--- src/rtl/rx_pkg.sv ---
package rx_pkg;
   localparam int unsigned RXP_DATA_W = 8;

   typedef enum logic [2:0] {
      ST_IDLE,
      ST_START,
      ST_DATA,
      ST_PAR,
      ST_STOP,
      ST_BRK,
      ST_HOLD
   } rx_state_e;

   typedef struct packed {
      logic [RXP_DATA_W-1:0] data;
      logic                  perr;
      logic                  ferr;
   } rx_char_t;
endpackage

--- src/rtl/rx_in_sync.sv ---
module rx_in_sync #(
   parameter int unsigned STAGES    = 2,
   parameter bit          RESET_VAL = 1'b1
) (
   input  logic clk,
   input  logic rst_n,
   input  logic d_in,
   output logic q_out
);
   logic [STAGES-1:0] chain;

   generate
      genvar gi;
      for (gi = 0; gi < STAGES; gi++) begin : g_stage
         if (gi == 0) begin : g_first
            always_ff @(posedge clk or negedge rst_n) begin
               if (!rst_n) chain[gi] <= RESET_VAL;
               else        chain[gi] <= d_in;
            end
         end else begin : g_next
            always_ff @(posedge clk or negedge rst_n) begin
               if (!rst_n) chain[gi] <= RESET_VAL;
               else        chain[gi] <= chain[gi-1];
            end
         end
      end
   endgenerate

   assign q_out = chain[STAGES-1];
endmodule

--- src/rtl/rx_bit_engine.sv ---
module rx_bit_engine
   import rx_pkg::*;
#(
   parameter int unsigned OVS         = 16,
   parameter int unsigned MIN_LEN     = 5,
   parameter int unsigned LEN_W       = 2,
   parameter bit          PAR_SUPPORT = 1'b1
) (
   input  logic             clk,
   input  logic             rst_n,
   input  logic             tick,
   input  logic             ln,
   input  logic [LEN_W-1:0] cfg_len,
   input  logic             cfg_par_en,
   input  logic             cfg_par_odd,
   output logic             done_o,
   output rx_char_t         chr_o,
   output logic             brk_start_o,
   output logic             brk_end_o
);
   localparam int unsigned CNT_W = $clog2(OVS);
   localparam int unsigned HALF  = OVS / 2;
   localparam int unsigned IDX_W = $clog2(RXP_DATA_W);

   rx_state_e             state;
   logic [CNT_W-1:0]      cnt;
   logic [IDX_W-1:0]      bidx;
   logic [IDX_W-1:0]      last_idx;
   logic [RXP_DATA_W-1:0] shreg;
   logic                  pbit;
   logic                  use_par;
   logic                  par_bad;
   logic                  full_pt;
   logic                  half_pt;

   assign last_idx = IDX_W'(cfg_len) + IDX_W'(MIN_LEN - 1);
   assign full_pt  = tick && (cnt == CNT_W'(OVS - 1));
   assign half_pt  = tick && (cnt == CNT_W'(HALF - 1));

   generate
      if (PAR_SUPPORT) begin : g_par
         assign use_par = cfg_par_en;
         assign par_bad = cfg_par_en & (^shreg ^ pbit ^ cfg_par_odd);
      end else begin : g_nopar
         assign use_par = 1'b0;
         assign par_bad = 1'b0;
      end
   endgenerate

   always_ff @(posedge clk or negedge rst_n) begin
      if (!rst_n) begin
         state       <= ST_IDLE;
         cnt         <= '0;
         bidx        <= '0;
         shreg       <= '0;
         pbit        <= 1'b0;
         chr_o       <= '0;
         done_o      <= 1'b0;
         brk_start_o <= 1'b0;
         brk_end_o   <= 1'b0;
      end else begin
         done_o      <= 1'b0;
         brk_start_o <= 1'b0;
         brk_end_o   <= 1'b0;
         unique case (state)
            ST_IDLE: begin
               if (tick && !ln) begin
                  state <= ST_START;
                  cnt   <= '0;
               end
            end
            ST_START: begin
               if (half_pt) begin
                  cnt <= '0;
                  if (!ln) begin
                     state <= ST_DATA;
                     bidx  <= '0;
                     shreg <= '0;
                  end else begin
                     state <= ST_IDLE;
                  end
               end else if (tick) begin
                  cnt <= cnt + 1'b1;
               end
            end
            ST_DATA: begin
               if (full_pt) begin
                  cnt         <= '0;
                  shreg[bidx] <= ln;
                  if (bidx == last_idx) state <= use_par ? ST_PAR : ST_STOP;
                  else                  bidx  <= bidx + 1'b1;
               end else if (tick) begin
                  cnt <= cnt + 1'b1;
               end
            end
            ST_PAR: begin
               if (full_pt) begin
                  cnt   <= '0;
                  pbit  <= ln;
                  state <= ST_STOP;
               end else if (tick) begin
                  cnt <= cnt + 1'b1;
               end
            end
            ST_STOP: begin
               if (full_pt) begin
                  cnt        <= '0;
                  chr_o.data <= shreg;
                  chr_o.perr <= par_bad;
                  if (ln) begin
                     done_o     <= 1'b1;
                     chr_o.ferr <= 1'b0;
                     state      <= ST_IDLE;
                  end else if (shreg == '0) begin
                     brk_start_o <= 1'b1;
                     state       <= ST_BRK;
                  end else begin
                     done_o     <= 1'b1;
                     chr_o.ferr <= 1'b1;
                     state      <= ST_HOLD;
                  end
               end else if (tick) begin
                  cnt <= cnt + 1'b1;
               end
            end
            ST_BRK: begin
               if (tick && ln) begin
                  brk_end_o <= 1'b1;
                  state     <= ST_IDLE;
               end
            end
            ST_HOLD: begin
               if (half_pt) begin
                  cnt   <= '0;
                  state <= ST_IDLE;
               end else if (tick) begin
                  cnt <= cnt + 1'b1;
               end
            end
            default: state <= ST_IDLE;
         endcase
      end
   end

   AST_SPIKE_DROPPED: assert property (@(posedge clk) disable iff (!rst_n)
      (state == ST_START && half_pt && ln) |=> (state == ST_IDLE && !done_o));
   AST_FERR_HOLDOFF: assert property (@(posedge clk) disable iff (!rst_n)
      (done_o && chr_o.ferr) |-> (state == ST_HOLD));
   AST_BRK_SILENT: assert property (@(posedge clk) disable iff (!rst_n)
      (state == ST_BRK) |-> !done_o);
   AST_BRK_ONE_PULSE: assert property (@(posedge clk) disable iff (!rst_n)
      brk_start_o |=> !brk_start_o);
   AST_BRK_END_IDLE: assert property (@(posedge clk) disable iff (!rst_n)
      brk_end_o |-> (state == ST_IDLE && $past(state) == ST_BRK));
endmodule

--- src/rtl/rx_char_hold.sv ---
module rx_char_hold
   import rx_pkg::*;
(
   input  logic                  clk,
   input  logic                  rst_n,
   input  logic                  done_i,
   input  rx_char_t              chr_i,
   input  logic                  rd_ack,
   output logic                  valid_q,
   output logic [RXP_DATA_W-1:0] data_q,
   output logic                  perr_q,
   output logic                  ferr_q,
   output logic                  ovr_q
);
   always_ff @(posedge clk or negedge rst_n) begin
      if (!rst_n) begin
         valid_q <= 1'b0;
         data_q  <= '0;
         perr_q  <= 1'b0;
         ferr_q  <= 1'b0;
         ovr_q   <= 1'b0;
      end else if (done_i) begin
         valid_q <= 1'b1;
         data_q  <= chr_i.data;
         perr_q  <= chr_i.perr;
         ferr_q  <= chr_i.ferr;
         ovr_q   <= valid_q & ~rd_ack;
      end else if (rd_ack) begin
         valid_q <= 1'b0;
      end
   end

   AST_OVR_MARKED: assert property (@(posedge clk) disable iff (!rst_n)
      (done_i && valid_q && !rd_ack) |=> (ovr_q && valid_q));
   AST_ACK_CLEARS: assert property (@(posedge clk) disable iff (!rst_n)
      (rd_ack && !done_i) |=> !valid_q);
   AST_DONE_VALID: assert property (@(posedge clk) disable iff (!rst_n)
      done_i |=> valid_q);
endmodule

--- src/rtl/serial_char_rx.sv ---
module serial_char_rx
   import rx_pkg::*;
#(
   parameter int unsigned OVS         = 16,
   parameter int unsigned SYNC_STAGES = 2,
   parameter int unsigned MIN_LEN     = 5,
   parameter int unsigned MAX_LEN     = 8,
   parameter bit          PAR_SUPPORT = 1'b1,
   localparam int unsigned LEN_W      = $clog2(MAX_LEN - MIN_LEN + 1)
) (
   input  logic                  clk,
   input  logic                  rst_n,
   input  logic                  tick_en,
   input  logic                  rx_in,
   input  logic [LEN_W-1:0]      cfg_len,
   input  logic                  cfg_par_en,
   input  logic                  cfg_par_odd,
   input  logic                  rd_ack,
   output logic                  rx_valid,
   output logic [RXP_DATA_W-1:0] rx_data,
   output logic                  rx_perr,
   output logic                  rx_ferr,
   output logic                  rx_ovr,
   output logic                  brk_start,
   output logic                  brk_end
);
   generate
      if (OVS < 4 || (OVS % 2) != 0) begin : g_bad_ovs
         $error("OVS must be even and at least 4");
      end
      if (SYNC_STAGES < 2) begin : g_bad_sync
         $error("SYNC_STAGES must be at least 2");
      end
      if (MIN_LEN < 1 || MAX_LEN > RXP_DATA_W || MIN_LEN >= MAX_LEN) begin : g_bad_len
         $error("character length range does not fit the data register");
      end
   endgenerate

   logic     line_s;
   logic     done;
   rx_char_t chr;

   rx_in_sync #(
      .STAGES    (SYNC_STAGES),
      .RESET_VAL (1'b1)
   ) u_sync (
      .clk   (clk),
      .rst_n (rst_n),
      .d_in  (rx_in),
      .q_out (line_s)
   );

   rx_bit_engine #(
      .OVS         (OVS),
      .MIN_LEN     (MIN_LEN),
      .LEN_W       (LEN_W),
      .PAR_SUPPORT (PAR_SUPPORT)
   ) u_eng (
      .clk         (clk),
      .rst_n       (rst_n),
      .tick        (tick_en),
      .ln          (line_s),
      .cfg_len     (cfg_len),
      .cfg_par_en  (cfg_par_en),
      .cfg_par_odd (cfg_par_odd),
      .done_o      (done),
      .chr_o       (chr),
      .brk_start_o (brk_start),
      .brk_end_o   (brk_end)
   );

   rx_char_hold u_hold (
      .clk     (clk),
      .rst_n   (rst_n),
      .done_i  (done),
      .chr_i   (chr),
      .rd_ack  (rd_ack),
      .valid_q (rx_valid),
      .data_q  (rx_data),
      .perr_q  (rx_perr),
      .ferr_q  (rx_ferr),
      .ovr_q   (rx_ovr)
   );

   AST_BRK_EXCLUSIVE: assert property (@(posedge clk) disable iff (!rst_n)
      !(brk_start && brk_end));
   AST_NO_CHAR_ON_BRK: assert property (@(posedge clk) disable iff (!rst_n)
      (brk_start && !rx_valid) |=> !rx_valid);
endmodule

--- config.mk ---
export PLATFORM = sky130hd
export DESIGN_NAME = serial_char_rx
export DESIGN_NICKNAME = d
export VERILOG_FILES = /design/src/rtl/rx_pkg.sv /design/src/rtl/rx_in_sync.sv /design/src/rtl/rx_bit_engine.sv /design/src/rtl/rx_char_hold.sv /design/src/rtl/serial_char_rx.sv
export SDC_FILE = /design/constraint.sdc
export NUM_CORES = 1
export LEC_CHECK = 0
export CAP_MARGIN = 20
export CORE_ASPECT_RATIO = 1.4
export CORE_MARGIN = 1
export CORE_UTILIZATION = 56
export DETAILED_ROUTE_END_ITERATION = 10
export DONT_BUFFER_PORTS = 1
export GPL_TIMING_DRIVEN = 0
export HOLD_SLACK_MARGIN = 0.06
export PLACE_DENSITY = 0.81
export SETUP_SLACK_MARGIN = 0.5
export SLEW_MARGIN = 20
export SYNTH_ARGS = -nofsm -noshare
export SYNTH_HDL_FRONTEND = slang
export SYNTH_HIERARCHICAL = 1
export SYNTH_SLANG_ARGS = --single-unit
--- constraint.sdc ---
create_clock -name clk -period 1.95 [get_ports clk]
set_input_delay 0.2925 -clock clk [delete_from_list [all_inputs] [get_ports clk]]
set_output_delay 0.2925 -clock clk [all_outputs]
set_load 0.01 [all_outputs]
==> results.txt, run 1 <==
The detail route stage leaves a number of antenna-violating nets equal to 0. STA classifies the critical path endpoint as a flop. In this run the core area contains 27 standard-cell rows. The final cycle utilization of the critical path came out at 99.7%. Once the floorplan was initialized, standard cells occupied 58.7% of the core. Synthesis-to-layout area growth: 18.9%.

The longest clock path from root to sink contains 2 buffers. The cell area that synthesis handed to floorplanning was 2320 sq um. The first global-routing pass estimated 7.95 mm of wire.

After the last flow step, the layout net total stands at 264. Across the routed clock network, the largest skew measured is 6.36 ps. The detailed-placement wirelength estimate came out at 3.13 mm.

For the count of clock tree sinks, the log shows 46. Number of top-level pins: 23. The prevailing post-synth register cell is sky130_fd_sc_hd__dfrtp_1. The register clock-pin slew on the reported worst setup and hold paths was 80 ps.

Among all stages on the critical path, the largest delay is contributed by sky130_fd_sc_hd__dfstp_2. The internal portion of the total power is 0.00175 W. Power spread over the standard cell area amounts to 957 nW/um^2. Of all cell types, the one taking the most synthesized area is sky130_fd_sc_hd__dfrtp_1.

TritonCTS created 5 clock buffers. In the routed design, unresolved DRC markers number 0. The final max-slew violation count came out at 0.

Synthesized net count: 244. Leaving out fill and tap cells, the most frequent cells in the layout are sky130_fd_sc_hd__dfrtp_1, sky130_fd_sc_hd__o21ai_1, sky130_fd_sc_hd__nand2_1, sky130_fd_sc_hd__inv_1, sky130_fd_sc_hd__nor2_1. The number of global-route vias before repair was 1809. Average wire per standard cell: 16.2 microns. For this run, the number of standard cells in the final layout without fillers is 292. The maximum number of pins on one net before global-route repair is 47. Summing internal, switching and leakage power gives 0.00264 W.

The critical path is of the reg -> reg type. Net switching is 33.8% of the power. The clock network power share was 20.5%.

Type of the tightest min-delay check: in -> reg. The top cell type by area accounts for 47.5% of the synthesized area. The worst-case register-to-register setup slack came out at 6 ps. The worst setup path is launched from a flop. The run finished with clean final reports.

The logs give 2 for the number of levels in the clock H-tree and 49.8% for the fraction of the yosys area taken by sequential cells. Counting flops with a built-in enable in the synthesized netlist gives 0. The leakage power came out at 1.22 nW. Post-route worst setup slack: 6.38 ps. The data required time at the worst endpoint is 2130 ps, and the number of I/O port buffers is 0.

Per report_power, the combinational group accounts for 37.5% of the total. Setup violations remaining at the end of the flow were counted as 0. TritonCTS built the clock tree.

The tools report the count of yosys warnings during synthesis as 6. The die is 78.1 microns tall. The die width was 56.4 microns; the routed wire length was 4.73 mm.

Across all layers, the routed design uses 1778 vias. For the data arrival at the endpoint of the critical path, the log shows 2120 ps. Of the cells placed in the final design, the portion with a size suffix greater than 1 is 28.5%. Counting the fill cells in the layout gives 282.

The area after detailed placement was 2420 sq um; the number of unique standard cell types used by synthesis was 44. Of all nets on the critical path, the largest fanout is 10. Counting tap cells, the placed design contains a total of 272 instances.

Counting every instance in the synthesized netlist gives 229. The number of antenna diodes in the final layout is 0. The tools report the number of antenna violations at the first check in global routing as 0. After global routing the overflow that remains totals 0. The tools report the cell chosen for the clock root as sky130_fd_sc_hd__clkbuf_8. The library cell used most frequently in the layout, excluding fill and tap cells, is sky130_fd_sc_hd__dfrtp_1.

Number of iterations in the first detailed-routing pass: 4. The total routing usage reported by global routing is 22.9%, and the post-synthesis sequential element count is 46. The largest stage delay on the critical path is 550 ps, and the total die area is 4400 sq um.

The switching power total was 0.000891 W. Headroom to the max-slew limit came out at 72.8%. VDD sags by at most 1.07 mV. In the routed layout, each cell is associated on average with a via count of 6.09. The sequential share of power is 42.0%.

The shortest clock period the worst path allows after layout is 1940 ps, and the placer's final routability congestion estimate is 0.870. For the insertion delay of the later-clocked pin in the worst-skew pair, the log shows 300 ps. At the pin with the least slew margin, the transition time is 407 ps. Across all hold checks on the routed design, the worst slack comes to 195 ps. The number of hold-slack violations in the final timing report came out at 0. Traced cell by cell, the critical path runs through clkbuf_2, a21oi_1, o21a_1, or3_4, mux2_4. The run gives 69 as the starting DRC count in detailed routing. For this run, the top clock speed supported by timing is 515 MHz. By area the synthesized netlist is led by sky130_fd_sc_hd__dfrtp_1, sky130_fd_sc_hd__mux2_4, sky130_fd_sc_hd__o21ai_1. The core region is 3950 sq um.

The run gives -127 ps as the worst slack at placement. The tools report the max-capacitance violation count as 0. The average cell area after synthesis works out to 10.1 sq um.

The tools report the post-route cell area as 2760 sq um. Setup repair after global routing could not meet its margin everywhere. After synthesis, the share of flip-flops with an asynchronous set or reset is 100%.
[per-stage QoR]
step           TNS (ps)  util (%)
2_1_floorplan         0         -
4_1_cts               0      67.1
3_3_place_gp       -187      61.3
5_1_grt            -166      69.7
3_5_place_dp       -373      61.3
6_report              0      69.7
[registers in the layout, indices dropped and copies added (netlist names)]
signal	flops
u_eng/bidx	3
u_eng/cnt	4
u_hold/ovr_q	1
u_hold/perr_q	1
u_eng/state	3
u_hold/valid_q	1
u_eng/shreg	8
u_eng/brk_end_o	1
u_hold/data_q	8
u_eng/pbit	1
u_eng/chr_o	10
u_hold/ferr_q	1
u_sync/q_out	1
u_eng/brk_start_o	1
u_eng/done_o	1
u_sync/chain	1
[critical path, delay by kind of cell (launching register included)]
kind,cells,cell delay [ps]
AO/OA/AOI/OAI,2,290
buffers and inverters,1,250
multiplexers,1,320
flip-flops,1,550
AND/OR/NAND/NOR,1,420
[layer usage]
layer | vias to the layer above | part of all wire [%] | global-route usage, %
met4 | 0 | 1.5 | 9.02
met3 | 6 | 3.6 | 5.44
met1 | 884 | 39 | 24.3
met5 | - | 0 | 0
met2 | 48 | 56 | 42.9
li1 | 840 | - | -
[power by group through the flow]
stage	combinational, W	clock (W)	sequential, W
finish	0.000988	0.000541	0.00111
global route	0.00108	0.000595	0.00111
CTS	0.000867	0.000557	0.00110
detailed placement	0.000748	0	0.00112
global placement	0.000720	0	0.00112
floorplan	0.000624	0	0.00110
[timing repair]
item	CTS	global route
endpoints found under the setup margin	31	30
gates resized for setup	15	20
setup buffers	5	3
hold buffers	3	0
cloned	2	0
endpoints found under the hold margin	47	0
pin swaps	4	5
[synthesized netlist by cell type, drive strengths merged (3+ instances only)]
cell type	number
nand3	4
nor2	17
o31ai	3
dfrtp	44
ha	6
a31oi	5
inv	15
nand4	3
mux2	14
nand2b	4
nor2b	4
nand2	25
o21ai	32
clkbuf	8
a21oi	7
nor3	3
buf	4
xnor2	7
[worst paths after layout]
check	to	cells past startpoint	startpoint
setup reg to reg	u_eng/state[2]	5	u_sync/q_out
hold reg to reg	u_sync/q_out	0	u_sync/chain[0]
max in group asynchronous	u_sync/q_out	2	rst_n
min in group asynchronous	u_eng/state[1]	2	rst_n
setup / recovery	u_eng/state[2]	5	u_sync/q_out
hold / removal	u_hold/valid_q	2	rd_ack
[cell families (layout without fill, tap and decap cells)]
| group | after synthesis | count (layout) | synth area share [%] |
|---|---|---|---|
| AO/OA/AOI/OAI | 59 | 59 | 15.5 |
| XOR/XNOR | 7 | 7 | 2.64 |
| adder cells (fa/ha/maj) | 6 | 6 | 3.24 |
| buffers and inverters | 27 | 47 | 5.13 |
| flip-flops | 46 | 46 | 49.8 |
| multiplexers | 14 | 14 | 8.58 |
| AND/OR/NAND/NOR | 70 | 70 | 15.1 |
[layout make-up]
class	instances	area, sq um	share of cell area, %
flip-flops and latches	46	1150	41.9
multi-input cells	156	1170	42.4
inverters	15	56.3	2.04
clock buffers	5	68.8	2.50
repair buffers	13	141	5.13
plain buffers	12	104	3.77
well taps	43	53.8	1.95
clock inverters	2	10.0	0.363
Power figures use the tool's default switching activity.
==> run 2: changes to the inputs <==
--- a/config.mk
+++ b/config.mk
@@ -6,7 +6,6 @@
 export NUM_CORES = 1
 export LEC_CHECK = 0
 export CAP_MARGIN = 20
-export CORE_ASPECT_RATIO = 1.4
 export CORE_MARGIN = 1
 export CORE_UTILIZATION = 56
 export DETAILED_ROUTE_END_ITERATION = 10
==> results.txt, run 2 (synthesis gave the netlist of run 1 again) <==
The average vias per placed instance came out at 5.92 (-2.8%). The max-capacitance violation count was 0 (unchanged). For the number of hold-slack violations in the final timing report, the log shows 0 (unchanged). For the first-pass GRT wire length, the log shows 7.60 mm (-4.3%). The tools report the detailed-placement wirelength estimate as 3.11 mm (-0.59%). The slew of the pin with the lowest slew margin was 408 ps (+0.231 ps). The number of levels in the clock H-tree was 2 (unchanged); the final global-route overflow total was 0 (unchanged).

The number of cells after detailed placement came out at 279 (+2.6%). The data arrival at the endpoint of the critical path is 2130 ps (about the same). The switching fraction of total power is 34.3% (+0.48 points), and the total power after layout is 0.00261 W (-0.95%).

The maximum vdd ir drop is 0.877 mV (-18%), and the post-route cell area is 2720 sq um (-1.5%). For the worst-case hold slack, the log shows 184 ps (-11.8 ps). Largest register by flop count: u_eng/chr_o. Peak clock frequency supported by timing: 515 MHz (about the same). The tools report the sequential share of power as 42.3% (+0.3 points). The final layout net count was 262 (-0.76%). For the worst-case register-to-register setup slack, the log shows 8 ps (about the same). The area after detailed placement is 2430 sq um (+0.36%), and the number of vias after detailed routing is 1757 (-1.2%). The number of I/O port buffers is 0 (unchanged), and the flip-flop count of the largest register, all copies and words added is 10 (unchanged). The logs give 47 (unchanged) for the maximum number of pins on one net before global-route repair and 2 (unchanged) for the largest buffer count on any clock path. The tools report the total routing usage reported by global routing as 23.6% (+0.68 points). The biggest fanout along the worst timing path was 5 (-5).

Register clock-pin slew on the reported worst setup and hold paths: 80 ps (about the same). The final routed DRC violation total was 0 (unchanged). The run finished with clean final reports. The power per cell area works out to 962 nW/um^2 (+0.51%). The combinational share of power is 36.9% (-0.6 points), and the total die area is 4400 sq um (about the same). The shortest clock period the worst path allows after layout works out to 1940 ps (-1.83 ps).

The clock network power share came out at 20.8% (+0.3 points). Kind of launch point of the worst setup path: a flop. The library cells used most frequently in the layout, excluding fill and tap cells, are sky130_fd_sc_hd__dfrtp_1, sky130_fd_sc_hd__o21ai_1, sky130_fd_sc_hd__nand2_1, sky130_fd_sc_hd__inv_1, sky130_fd_sc_hd__nor2_1. The tools report the worst-case clock skew as 7.62 ps (+1.25 ps). The tools report the final max-slew violation count as 0 (unchanged). The library cell used most frequently in the layout, excluding fill and tap cells, is sky130_fd_sc_hd__dfrtp_1. The average wire per standard cell came out at 16.7 microns (+3.4%). The run gives 0.00172 W (-1.7%) as the internal power. The remaining number of nets flagged by the antenna check after routing was 0 (unchanged). The tools report the number of iterations in the first detailed-routing pass as 4 (unchanged).

The number of rows created at floorplan came out at 23 (-15%). TritonCTS built the clock tree. The run gives 0.000896 W (+0.46%) as the switching power total. The floorplan core area is 4000 sq um (+1.2%). Setup repair after global routing could not meet its margin everywhere. The cell chosen for the clock root was sky130_fd_sc_hd__clkbuf_8. The tools report the number of setup violations in the final report as 0 (unchanged). The die width was 66.3 microns (+18%). From synthesis to final layout, the design area changed by 17.2%. The number of top-level pins was 23 (unchanged); the share of cells above drive strength 1 was 27.9% (-0.58 points). The remaining max-slew budget at the tightest pin was 72.8% (about the same); the count of clock tree sinks was 46 (unchanged). The die height was 66.3 microns (-15%); the starting DRC count in detailed routing was 132 (+91%). The worst hold path belongs to the class in -> reg. The run gives 5 (unchanged) as the number of buffers created by CTS. The data required time at the worst endpoint is 2140 ps (about the same), and the placer's final routability congestion estimate is 0.845 (-2.9%).

The final cycle utilization of the critical path was 99.6% (about the same); the initial core utilization was 58.0% (-0.70 points). The logs give 297 (+1.7%) for the non-filler instance count after layout and 1726 (-4.6%) for the number of global-route vias before repair. The tools report the final-layout setup total negative slack as 0 ps (unchanged).

For the insertion delay of the later-clocked pin in the worst-skew pair, the log shows 300 ps (about the same). The number of antenna violations at the first check in global routing is 0 (unchanged). The largest registers in the layout are u_eng/chr_o: 10 flops, u_eng/shreg: 8 flops, u_hold/data_q: 8 flops. The number of diodes came out at 0 (unchanged). Leakage power: 1.19 nW (-2.3%). Type of element capturing the critical path: a flop. The routed wire length is 4.97 mm (+5.2%). The worst setup path is of the reg -> reg kind.
==> run 2: cell type report <==
class | count | area (sq um)
Fill cell | 287 | 1280
Tap cell | 50 | 62.6
Sequential cell | 46 | 1150
Timing Repair Buffer | 11 | 126
Multi-Input combinational cell | 156 | 1130
Inverter | 15 | 56.3
Clock buffer | 5 | 68.8
Clock inverter | 2 | 10.0
Buffer | 12 | 104
==> run 2: timing repair <==
item / CTS / global route
endpoints found under the setup margin: 31 / 30
hold buffers: 3 / 0
setup buffers: 4 / 2
cloned: 2 / 0
gates resized for setup: 15 / 16
pin swaps: 1 / 0
hold endpoints to repair: 47 / 0
==> run 2: per-stage QoR <==
step                util, %  worst slack, ps
floorplan                 -             59.3
global placement       60.8            -64.3
detailed placement     60.8            -97.3
CTS                    66.5             41.1
global route           67.9            -27.4
finish                 67.9             8.21
==> run 2: power by group through the flow <==
stage	registers [W]	logic (W)	clock network, W
after CTS	0.00110	0.000868	0.000561
after global placement	0.00112	0.000717	0
after global routing	0.00111	0.00102	0.000593
final	0.00110	0.000965	0.000544
after floorplan	0.00110	0.000624	0
after detailed placement	0.00112	0.000754	0
==> run 2: critical path: stages, from the launching register on <==
cell	delay, ps
sky130_fd_sc_hd__dfrtp_1	400
sky130_fd_sc_hd__ha_4	170
sky130_fd_sc_hd__and3_2	250
sky130_fd_sc_hd__a211o_1	160
sky130_fd_sc_hd__o221ai_2	100
sky130_fd_sc_hd__or3_4	430
sky130_fd_sc_hd__mux2_4	310
==> run 2: layer usage <==
metal	share of wire [%]	wire, microns	global-route usage, %	vias up
li1	-	-	-	829
met1	41	2030	26.8	854
met2	52	2580	40.6	58
met3	4.9	246	6.90	16
met4	2.4	119	10.6	0
met5	0	0	0	-
==> run 2: final timing paths <==
kind,start,end,cells past startpoint
max reg2reg,u_eng/cnt[1],u_eng/state[2],6
max in group asynchronous,rst_n,u_sync/q_out,2
max,u_eng/cnt[1],u_eng/state[2],6
min,rd_ack,u_hold/valid_q,2
min reg2reg,u_sync/chain[0],u_sync/q_out,0
min in group asynchronous,rst_n,u_hold/data_q[7],2
==> run 3: changes to the inputs <==
--- a/config.mk
+++ b/config.mk
@@ -13,7 +13,6 @@
 export GPL_TIMING_DRIVEN = 0
 export HOLD_SLACK_MARGIN = 0.06
 export PLACE_DENSITY = 0.81
-export SETUP_SLACK_MARGIN = 0.5
 export SLEW_MARGIN = 20
 export SYNTH_ARGS = -nofsm -noshare
 export SYNTH_HDL_FRONTEND = slang
==> results.txt, run 3 (synthesis gave the netlist of run 1 again) <==
The worst setup path is of the reg -> reg kind. The run gives 1.15 nW (-3.2%) as the leakage power. The logs give 293 (-1.3%) for the non-filler instance count after layout and 0.00186 W (+8.1%) for the internal power.

The largest registers in the layout are u_eng/chr_o: 10 flops, u_eng/shreg: 8 flops, u_hold/data_q: 8 flops. The number of buffers created by CTS came out at 5 (unchanged). The tools report the final global-route overflow total as 0 (unchanged). The commonest non-fill, non-tap cell in the layout was sky130_fd_sc_hd__dfrtp_1. The average wire per standard cell was 15.2 microns (-9.1%); the number of antenna violations at the first check in global routing was 0 (unchanged). The tools report the data arrival at the endpoint of the critical path as 2120 ps (about the same). Routed wire length: 4.46 mm (-10%). The run gives 0 (unchanged) as the final routed DRC violation total. The number of hold-slack violations in the final timing report is 0 (unchanged). The startpoint identified for the worst register-to-register timing path is u_eng/cnt[0].

The tools report the cell chosen for the clock root as sky130_fd_sc_hd__clkbuf_8. For the sequential share of power, the log shows 41.1% (-1.2 points). The run gives 23 (unchanged) as the number of top-level pins. The register clock-pin slew on the reported worst setup and hold paths was 80 ps (about the same). Largest buffer count on any clock path: 2 (unchanged). Setup repair after global routing could not meet its margin everywhere.

The maximum vdd ir drop was 0.610 mV (-30%); the number of diodes was 0 (unchanged). Power per cell area: 1030 nW/um^2 (+6.9%). The synthesis-to-layout area growth came out at 12.9%.

The flow ran to the end, and the final reports show no timing, DRC or antenna violations. The data required time at the worst endpoint was 2130 ps (about the same). Walking the worst path, the cells encountered are ha_4, nand3_4, a221oi_4, o221ai_2, or3_4, mux2_4.

The number of levels in the clock H-tree was 2 (unchanged); the die height was 66.3 microns (unchanged). The critical path starts at u_eng/cnt[0]. The switching fraction of total power is 31.0% (-3.3 points). The worst-case clock skew came out at 7.68 ps (+0.0611 ps).

The critical path's top delay family is simple AND/OR/NAND/NOR gates. The placer's final routability congestion estimate came out at 0.843 (-0.24%). TritonCTS built the clock tree.

The run gives 279 (unchanged) as the number of cells after detailed placement. Final max-slew violation count: 0 (unchanged). Number of buffer and inverter stages on the critical path: 0 (unchanged). The tools report the hold path startpoint as cfg_par_en. The switching power total is 0.000834 W (-6.9%). More flip-flops sit in one register than any other, and that register is u_eng/chr_o.

For the combinational share of power, the log shows 32.7% (-4.2 points). The max-capacitance violation count was 0 (unchanged). The logs give 0 (unchanged) for the number of setup violations in the final report and 1607 (-6.9%) for the number of global-route vias before repair. The shortest clock period the worst path allows after layout works out to 1940 ps (-0.657 ps). The count of clock tree sinks was 46 (unchanged); the peak clock frequency supported by timing was 515 MHz (about the same).

Remaining number of nets flagged by the antenna check after routing: 0 (unchanged). The tools report the first-pass GRT wire length as 7.23 mm (-4.9%). Maximum number of pins on one net before global-route repair: 47 (unchanged).

The die width was 66.3 microns (unchanged); the detailed-placement wirelength estimate was 2.94 mm (-5.6%). The run gives 26.2% (+5.4 points) as the clock network power share. The number of I/O port buffers was 0 (unchanged).

Initial core utilization: 58.0% (unchanged). The largest stage delay on the critical path works out to 420 ps (about the same). The logs give 71.1% (-1.8 points) for the remaining max-slew budget at the tightest pin and 300 ps (about the same) for the insertion delay of the later-clocked pin in the worst-skew pair. The slew of the pin with the lowest slew margin came out at 430 ps (+22.4 ps).

The total die area is 4400 sq um (unchanged). In the layout the commonest cells are sky130_fd_sc_hd__dfrtp_1, sky130_fd_sc_hd__o21ai_1, sky130_fd_sc_hd__nand2_1, sky130_fd_sc_hd__nor2_1, sky130_fd_sc_hd__inv_1. The flip-flop count of the largest register, all copies and words added came out at 10 (unchanged).

The logs give 2620 sq um (-3.6%) for the post-route cell area and 23 (unchanged) for the number of rows created at floorplan. Type of the tightest min-delay check: in -> reg. The floorplan core area came out at 4000 sq um (unchanged). The tools report the kind of launch point of the worst setup path as a flop. The biggest fanout along the worst timing path was 4 (-1); the total routing usage reported by global routing was 22.1% (-1.5 points). The starting DRC count in detailed routing was 102 (-23%). The worst setup path is captured at a flop. Final cycle utilization of the critical path: 99.5% (about the same).

The worst-path cell with the longest stage delay was sky130_fd_sc_hd__or3_4. The final layout net count was 258 (-1.5%); the number of iterations in the first detailed-routing pass was 4 (unchanged). The average vias per placed instance is 5.80 (-2.0%). The share of cells above drive strength 1 works out to 19.3% (-8.6 points). For the number of vias after detailed routing, the log shows 1698 (-3.4%). Area after detailed placement: 2380 sq um (-2.0%).
-- run 3: repair_timing --
| action | CTS | global route |
|---|---|---|
| hold buffers | 3 | 0 |
| setup endpoints to repair | 6 | 15 |
| pin swaps | 2 | 4 |
| resized for setup | 3 | 7 |
| hold endpoints to repair | 47 | 0 |
| setup buffers | 3 | 2 |
-- run 3: worst paths after layout --
kind                       slack [ps]  cells past startpoint        endpoint
max                                 9                      6  u_eng/state[2]
min                               190                      2  u_eng/chr_o[1]
max reg2reg                         9                      6  u_eng/state[2]
min reg2reg                       360                      0    u_sync/q_out
max in group asynchronous        1160                      2    u_sync/q_out
min in group asynchronous         530                      2  u_eng/chr_o[5]
-- run 3: final cells by class --
| cell class | count | area, sq um |
|---|---|---|
| flip-flops and latches | 46 | 1150 |
| clock buffers | 6 | 82.6 |
| repair buffers | 8 | 85.1 |
| multi-input cells | 156 | 1080 |
| inverters | 15 | 56.3 |
| fillers | 310 | 1380 |
| well taps | 50 | 62.6 |
| plain buffers | 11 | 62.6 |
| clock inverters | 1 | 30.0 |
-- run 3: metal layers --
metal	up-vias	global-route usage, %	wire length, microns	part of all wire [%]
li1	827	-	-	-
met1	812	27.8	2040	46
met2	49	35.7	2160	48
met3	10	5.17	177	4.0
met4	0	10.1	87	2.0
met5	-	0	0	0
-- run 3: per-stage QoR --
stage / setup TNS (ps) / hold WS [ps] / worst slack [ps] / total power [W] / util [%]
6_report: 0 / 195 / 8.87 / 0.00269 / 65.4
5_1_grt: -263 / 190 / -89.7 / 0.00284 / 65.4
4_1_cts: 0 / 188 / 1.05 / 0.00263 / 64.3
3_5_place_dp: -429 / -2.16 / -143 / 0.00182 / 59.6
3_3_place_gp: -360 / -2.18 / -120 / 0.00180 / 59.6
2_1_floorplan: 0 / -3.09 / 1.05 / 0.00169 / -
-- run 3: power by group through the flow --
stage	clock (W)	combinational, W	sequential (W)
2_1_floorplan	0	0.000593	0.00109
3_3_place_gp	0	0.000684	0.00111
3_5_place_dp	0	0.000702	0.00111
4_1_cts	0.000728	0.000806	0.00110
5_1_grt	0.000761	0.000965	0.00112
6_report	0.000704	0.000879	0.00111
